[src/rtl/dacq_pkg.sv]
package dacq_pkg;
  typedef enum logic [2:0] {
    OP_IDLE,
    OP_WRITE,
    OP_XPARENT,
    OP_READ,
    OP_READ_NOLD,
    OP_BCAST
  } op_e;
endpackage

[src/rtl/dacq_decode.sv]
module dacq_decode
  import dacq_pkg::*;
#(
  parameter int NCH = 4,
  parameter int AW  = $clog2(NCH)
) (
  input  logic           cs_n,
  input  logic           rd_wr,
  input  logic           ld_n,
  input  logic [AW-1:0]  addr,
  output op_e            op,
  output logic [NCH-1:0] sel
);
  always_comb begin
    op = OP_IDLE;
    if (cs_n) begin
      if (!ld_n) op = OP_BCAST;
    end else if (rd_wr) begin
      op = ld_n ? OP_READ : OP_READ_NOLD;
    end else begin
      op = ld_n ? OP_WRITE : OP_XPARENT;
    end
  end

  always_comb begin
    sel = '0;
    if (!cs_n) sel[addr] = 1'b1;
  end
endmodule

[src/rtl/dacq_channel.sv]
module dacq_channel #(
  parameter int DW = 12
) (
  input  logic          clk,
  input  logic          rst,
  input  logic          wr_in,
  input  logic          wr_out,
  input  logic          bcast,
  input  logic [DW-1:0] wdata,
  output logic [DW-1:0] in_q,
  output logic [DW-1:0] out_q
);
  localparam logic [DW-1:0] MID = {1'b1, {(DW-1){1'b0}}};

  always_ff @(posedge clk) begin
    if (rst) begin
      in_q  <= MID;
      out_q <= MID;
    end else begin
      if (wr_in) in_q <= wdata;
      if (wr_out) out_q <= wdata;
      else if (bcast) out_q <= in_q;
    end
  end
endmodule

[src/rtl/dacq_readback.sv]
module dacq_readback #(
  parameter int NCH = 4,
  parameter int DW  = 12,
  parameter int AW  = $clog2(NCH)
) (
  input  logic              clk,
  input  logic              rst,
  input  logic              rd_en,
  input  logic [AW-1:0]     addr,
  input  logic [NCH*DW-1:0] in_flat,
  output logic [DW-1:0]     rdata,
  output logic              rdata_oe
);
  always_ff @(posedge clk) begin
    if (rst) begin
      rdata    <= '0;
      rdata_oe <= 1'b0;
    end else if (rd_en) begin
      rdata    <= in_flat[addr*DW +: DW];
      rdata_oe <= 1'b1;
    end else begin
      rdata    <= '0;
      rdata_oe <= 1'b0;
    end
  end
endmodule

[src/rtl/dac_quad_regs.sv]
module dac_quad_regs
  import dacq_pkg::*;
#(
  parameter int NCH = 4,
  parameter int DW  = 12,
  parameter int AW  = $clog2(NCH)
) (
  input  logic              clk,
  input  logic              rst,
  input  logic              cs_n,
  input  logic              rd_wr,
  input  logic              ld_n,
  input  logic [AW-1:0]     addr,
  input  logic [DW-1:0]     wdata,
  output logic [DW-1:0]     rdata,
  output logic              rdata_oe,
  output logic [NCH*DW-1:0] out_codes
);
  op_e              op;
  logic [NCH-1:0]   wr_sel;
  logic [NCH*DW-1:0] in_flat;
  logic             is_write, is_xparent, is_bcast, is_read;

  dacq_decode #(.NCH(NCH), .AW(AW)) dec_i (
    .cs_n(cs_n), .rd_wr(rd_wr), .ld_n(ld_n), .addr(addr),
    .op(op), .sel(wr_sel)
  );

  assign is_write   = (op == OP_WRITE) || (op == OP_XPARENT);
  assign is_xparent = (op == OP_XPARENT);
  assign is_bcast   = (op == OP_BCAST);
  assign is_read    = (op == OP_READ) || (op == OP_READ_NOLD);

  for (genvar k = 0; k < NCH; k++) begin : g_ch
    dacq_channel #(.DW(DW)) ch_i (
      .clk   (clk),
      .rst   (rst),
      .wr_in (is_write && wr_sel[k]),
      .wr_out(is_xparent && wr_sel[k]),
      .bcast (is_bcast),
      .wdata (wdata),
      .in_q  (in_flat[k*DW +: DW]),
      .out_q (out_codes[k*DW +: DW])
    );
  end

  dacq_readback #(.NCH(NCH), .DW(DW), .AW(AW)) rb_i (
    .clk(clk), .rst(rst), .rd_en(is_read), .addr(addr),
    .in_flat(in_flat), .rdata(rdata), .rdata_oe(rdata_oe)
  );
endmodule

[config.mk]
export PLATFORM = sky130hd
export DESIGN_NAME = dac_quad_regs
export DESIGN_NICKNAME = d
export VERILOG_FILES = /design/src/rtl/dacq_pkg.sv /design/src/rtl/dacq_decode.sv /design/src/rtl/dacq_channel.sv /design/src/rtl/dacq_readback.sv /design/src/rtl/dac_quad_regs.sv
export SDC_FILE = /design/constraint.sdc
export NUM_CORES = 1
export LEC_CHECK = 0
export ABC_CLOCK_PERIOD_IN_PS = 3300
export BUFFER_PORTS_ARGS = -buffer_cell sky130_fd_sc_hd__clkbuf_2
export CAP_MARGIN = 40
export CORE_MARGIN = 3
export CORE_UTILIZATION = 51
export CTS_BUF_LIST = sky130_fd_sc_hd__clkbuf_4 sky130_fd_sc_hd__clkbuf_8
export DETAILED_ROUTE_END_ITERATION = 8
export PLACE_DENSITY = 0.73
export SYNTH_ARGS = -nofsm -noshare
export SYNTH_HDL_FRONTEND = slang
export SYNTH_HIERARCHICAL = 1
export SYNTH_SLANG_ARGS = --single-unit
[constraint.sdc]
create_clock -name clk -period 3.3 [get_ports clk]
set_clock_uncertainty 0.05 [all_clocks]
set_input_delay 0 -clock clk [delete_from_list [all_inputs] [get_ports clk]]
set_output_delay 0 -clock clk [all_outputs]
set_load 0.1 [all_outputs]
==> flow_results.org <==
** STA
- Setup slack closes at 1240 ps.
- Slew Viols, Final :: 0
- Setup violations remaining at the end of the flow were counted as 0.
- FMAX :: between 400 and 500 MHz
- For the pin with the worst max-slew slack, the measured transition is 868 ps.
- The final count of hold timing violations is 0.
- Setup total negative slack :: 0 ps
- Minimum period implied by the final worst setup slack :: just over 2000 ps
- Max-Slew Margin vs Limit :: 0.422
- Final worst path period share :: 0.625
- RSZ-0062 raised after global routing :: false

** Critical path
- The number of cells on the worst reg-to-reg path is 2.
- In this run the worst path has a maximum fanout of 28.
- Critical path data arrival time :: 2280 ps
- The worst setup path is launched from an input pin.
- Slack of the worst reg-to-reg path :: between 2000 and 2500 ps
- Critical R2R Launch :: g_ch[3].ch_i/in_q[3]$_SDFFE_PP0P_
- CP Launch Point :: addr[1]
- Critical path class :: in2reg
- The worst setup path is captured at a flop.
- Worst Path Required :: between 3000 and 4000 ps
- Critical path capture point :: g_ch[2].ch_i/out_q[0]$_SDFFE_PP0P_
- Reg-to-Reg End :: rb_i/rdata[3]$_SDFF_PP0_

** Floorplanning
- The die is 105 µm wide.
- Die footprint :: about 11000 µm²
- Core Rows :: 35
- The floorplan step set the die height to approximately 100 µm.
- Core box area :: ~9400 µm²
- For this configuration, the core starts out at a cell density of 0.532.
- For this design the top-level I/O count stands at 80.

** Clocking
- Total of hold buffers inserted after clock tree synthesis :: 10
- Setup bufs post-CTS :: 0
- The H-tree was split into 3 levels.
- Latest clock arrival within the worst-skew pair :: about 370 ps
- Clock transition time at the flip-flop clock pins of the worst setup and hold paths :: around 100 ps
- After clock tree synthesis, the repair step resized 0 gates.
- TritonCTS built the clock tree.
- Clock tree synthesis inserted a total of 9 buffers.
- Root Buffer :: clkbuf_8
- Number of clock sinks seen by CTS :: about 110
- The longest clock path from root to sink contains 2 buffers.

** GRT
- In the global route stage, met1 resource usage came out at 0.288.
- First-pass GRT wire length :: approximately 18000 µm
- Largest net degree at the start of global routing :: between 50 and 60
- Met3 GRT Util :: 0.0451
- In this run the most used layer during global routing was met2.
- Global-route congestion overflow total :: 0
- Initial antenna violation count :: 0
- Vias in the first global route :: 3522
- Across every metal layer, demand over resource in global routing totals 0.206.
- GR Layer Usage met2 :: 0.325

** Final layout
- Summing all flip-flop and latch instances after layout gives 2180 µm².
- From synthesis to final layout, the design area changed by 14.3%.
- Final net count :: between 500 and 600
- Most common cell after layout, fill and taps aside :: mux2i_1
- Highest-count cells in the layout ignoring fill and taps :: mux2i_1 (116), dfxtp_1 (109), clkbuf_2 (78)
- Footprint of the multi-input gates :: approximately 2600 µm²
- The finished cells cover about 5700 µm².
- Counting the fill cells in the layout gives ~830.
- Count of inserted antenna diode cells :: 0
- Proportion of layout cells with a drive suffix above 1 :: 0.289

** Logic synthesis
- After technology mapping, the gate count stands at between 400 and 500.
- Synthesis produced a netlist with a net count of ~480.
- Synth unique cells :: 28
- Area of the mapped netlist :: between 4000 and 5000 µm²
- Warnings from Yosys :: 6
- Register area share after synthesis :: 0.438
- Syn avg cell area :: 10.9 µm²
- In this run, synthesis produced a sequential element count of ~110.

** Detailed routing
- The detail route stage leaves a number of antenna-violating nets equal to 0.
- In this run, the number of DRC markers left after iteration 0 of detailed routing was 137.
- Via total after detailed routing :: 3510
- In the routed design, unresolved DRC markers number 0.
- In the final routed layout, each cell accounts on average for roughly 16 µm.
- Total routed wirelength :: 11000 µm
- Number of optimization iterations in the first detailed-route pass :: 4
- Via-to-Cell Ratio :: around 5.3

** Run status
- The flow ran to the end, and the final reports show no timing, DRC or antenna violations.

** Placement
- I/O Buffers :: 79
- Post-DP Area :: about 5400 µm²
- OpenSTA, run right after detailed placement, puts the worst setup slack at roughly 860 ps.
- The congestion estimate from routability-driven global placement came to around 0.81.
- Detailed placement ended at an HPWL of between 7000 and 8000 µm.

** Power and ir drop
- Worst IR drop on VDD :: 0.253 mV
- After layout, the design draws a total of roughly 0.0024 W.
- Power spread over the standard cell area amounts to about 420 nW/µm².
- The analysis attributes to cell leakage a power of approximately 2.1 nW.

** Hold path
- The path class of the tightest hold or removal check is in2reg.

** Job
- The tool flagged a number of max-cap violations equal to 0.
-- through the flow --
step | hold slack, ps | util | std cells
2_1_floorplan | 21.6 | - | 458
3_3_place_gp | 320 | 0.577 | 642
3_5_place_dp | 336 | 0.577 | 642
4_1_cts | 13.0 | 0.608 | 668
5_1_grt | 8.69 | 0.608 | 668
6_report | 30.5 | 0.608 | 668
-- sequential cells by signal, indices dropped and copies added, names as in the netlist --
register and cells:
rb_i/rdata 12, rb_i/rdata_oe 1, g_ch.ch_i/out_q 48, g_ch.ch_i/in_q 48
-- how the worst min path moves through the flow --
| stage | depth (start not counted) | to | start | slack [ps] |
|---|---|---|---|---|
| finish | 3 | g_ch[0].ch_i/in_q[6]$_SDFFE_PP0P_ | wdata[6] | 30 |
| detailed placement | 2 | g_ch[3].ch_i/in_q[11]$_SDFFE_PP1P_ | wdata[11] | 340 |
| global route | 3 | g_ch[1].ch_i/in_q[6]$_SDFFE_PP0P_ | wdata[6] | 9 |
| CTS | 3 | g_ch[0].ch_i/in_q[6]$_SDFFE_PP0P_ | wdata[6] | 10 |
| global placement | 2 | g_ch[3].ch_i/in_q[11]$_SDFFE_PP1P_ | wdata[11] | 320 |
| floorplan | 1 | rb_i/rdata_oe$_SDFF_PP0_ | rst | 20 |
-- synthesized netlist by cell type (all sizes together) --
| cell | number | share of area |
|---|---|---|
| clkbuf | 9 | 0.0070 |
| nor2 | 57 | 0.043 |
| nor3 | 1 | 0.0010 |
| mux2i | 116 | 0.23 |
| nor3b | 6 | 0.0090 |
| nand3b | 1 | 0.0015 |
| a211oi | 44 | 0.10 |
| or3b | 1 | 0.0023 |
| xor2 | 1 | 0.0018 |
| mux2 | 1 | 0.0030 |
| ha | 1 | 0.0025 |
| a21oi | 4 | 0.0040 |
| a211o | 4 | 0.0070 |
| o22ai | 13 | 0.029 |
| nand2b | 6 | 0.0075 |
| nand2 | 2 | 0.0015 |
| xnor2 | 1 | 0.0018 |
| inv | 5 | 0.0038 |
| nor2b | 49 | 0.062 |
| dfxtp | 109 | 0.44 |
| buf | 25 | 0.036 |
| and2b | 1 | 0.0018 |
| and3b | 1 | 0.0020 |
-- final cells by class --
type / count / share of cell area
multi-input combinational: 310 / 0.452
sequential: 109 / 0.383
timing repair buffer: 99 / 0.101
tap: 129 / 0.0283
clock buffer: 10 / 0.0242
clock inverter: 6 / 0.00813
inverter: 5 / 0.00330
-- kinds of logic (layout without fill, tap and decap cells) --
logic type               count (synthesis)  after routing  synth area share
flip-flops                             109            109             0.438
buffers and inverters                   39            120            0.0465
AO/OA/AOI/OAI                           65             65             0.142
XOR/XNOR                                 2              2           0.00352
adder cells (fa/ha/maj)                  1              1           0.00251
multiplexers                           117            117             0.236
AND/OR/NAND/NOR                        125            125             0.131
-- worst max-delay path, cell delays in order --
cell and delay (ps):
clkbuf_2 640, nor3b_1 260, nand2b_1 100, nor2_1 520, inv_1 430, a211oi_1 330
-- metal layers --
metal | vias up | wire length, µm
li1 | 1758 | -
met1 | 1673 | 5460
met2 | 69 | 5010
met3 | 10 | 392
met4 | 0 | 116
met5 | - | 0
-- report_power, final --
| group | internal [W] | switching [W] |
|---|---|---|
| clock network | 0.000299 | 0.000444 |
| registers | 0.00134 | 0.0000172 |
| logic | 0.0000961 | 0.000213 |
| total | 0.00173 | 0.000675 |
No activity file was read; power rests on OpenSTA's default activity.
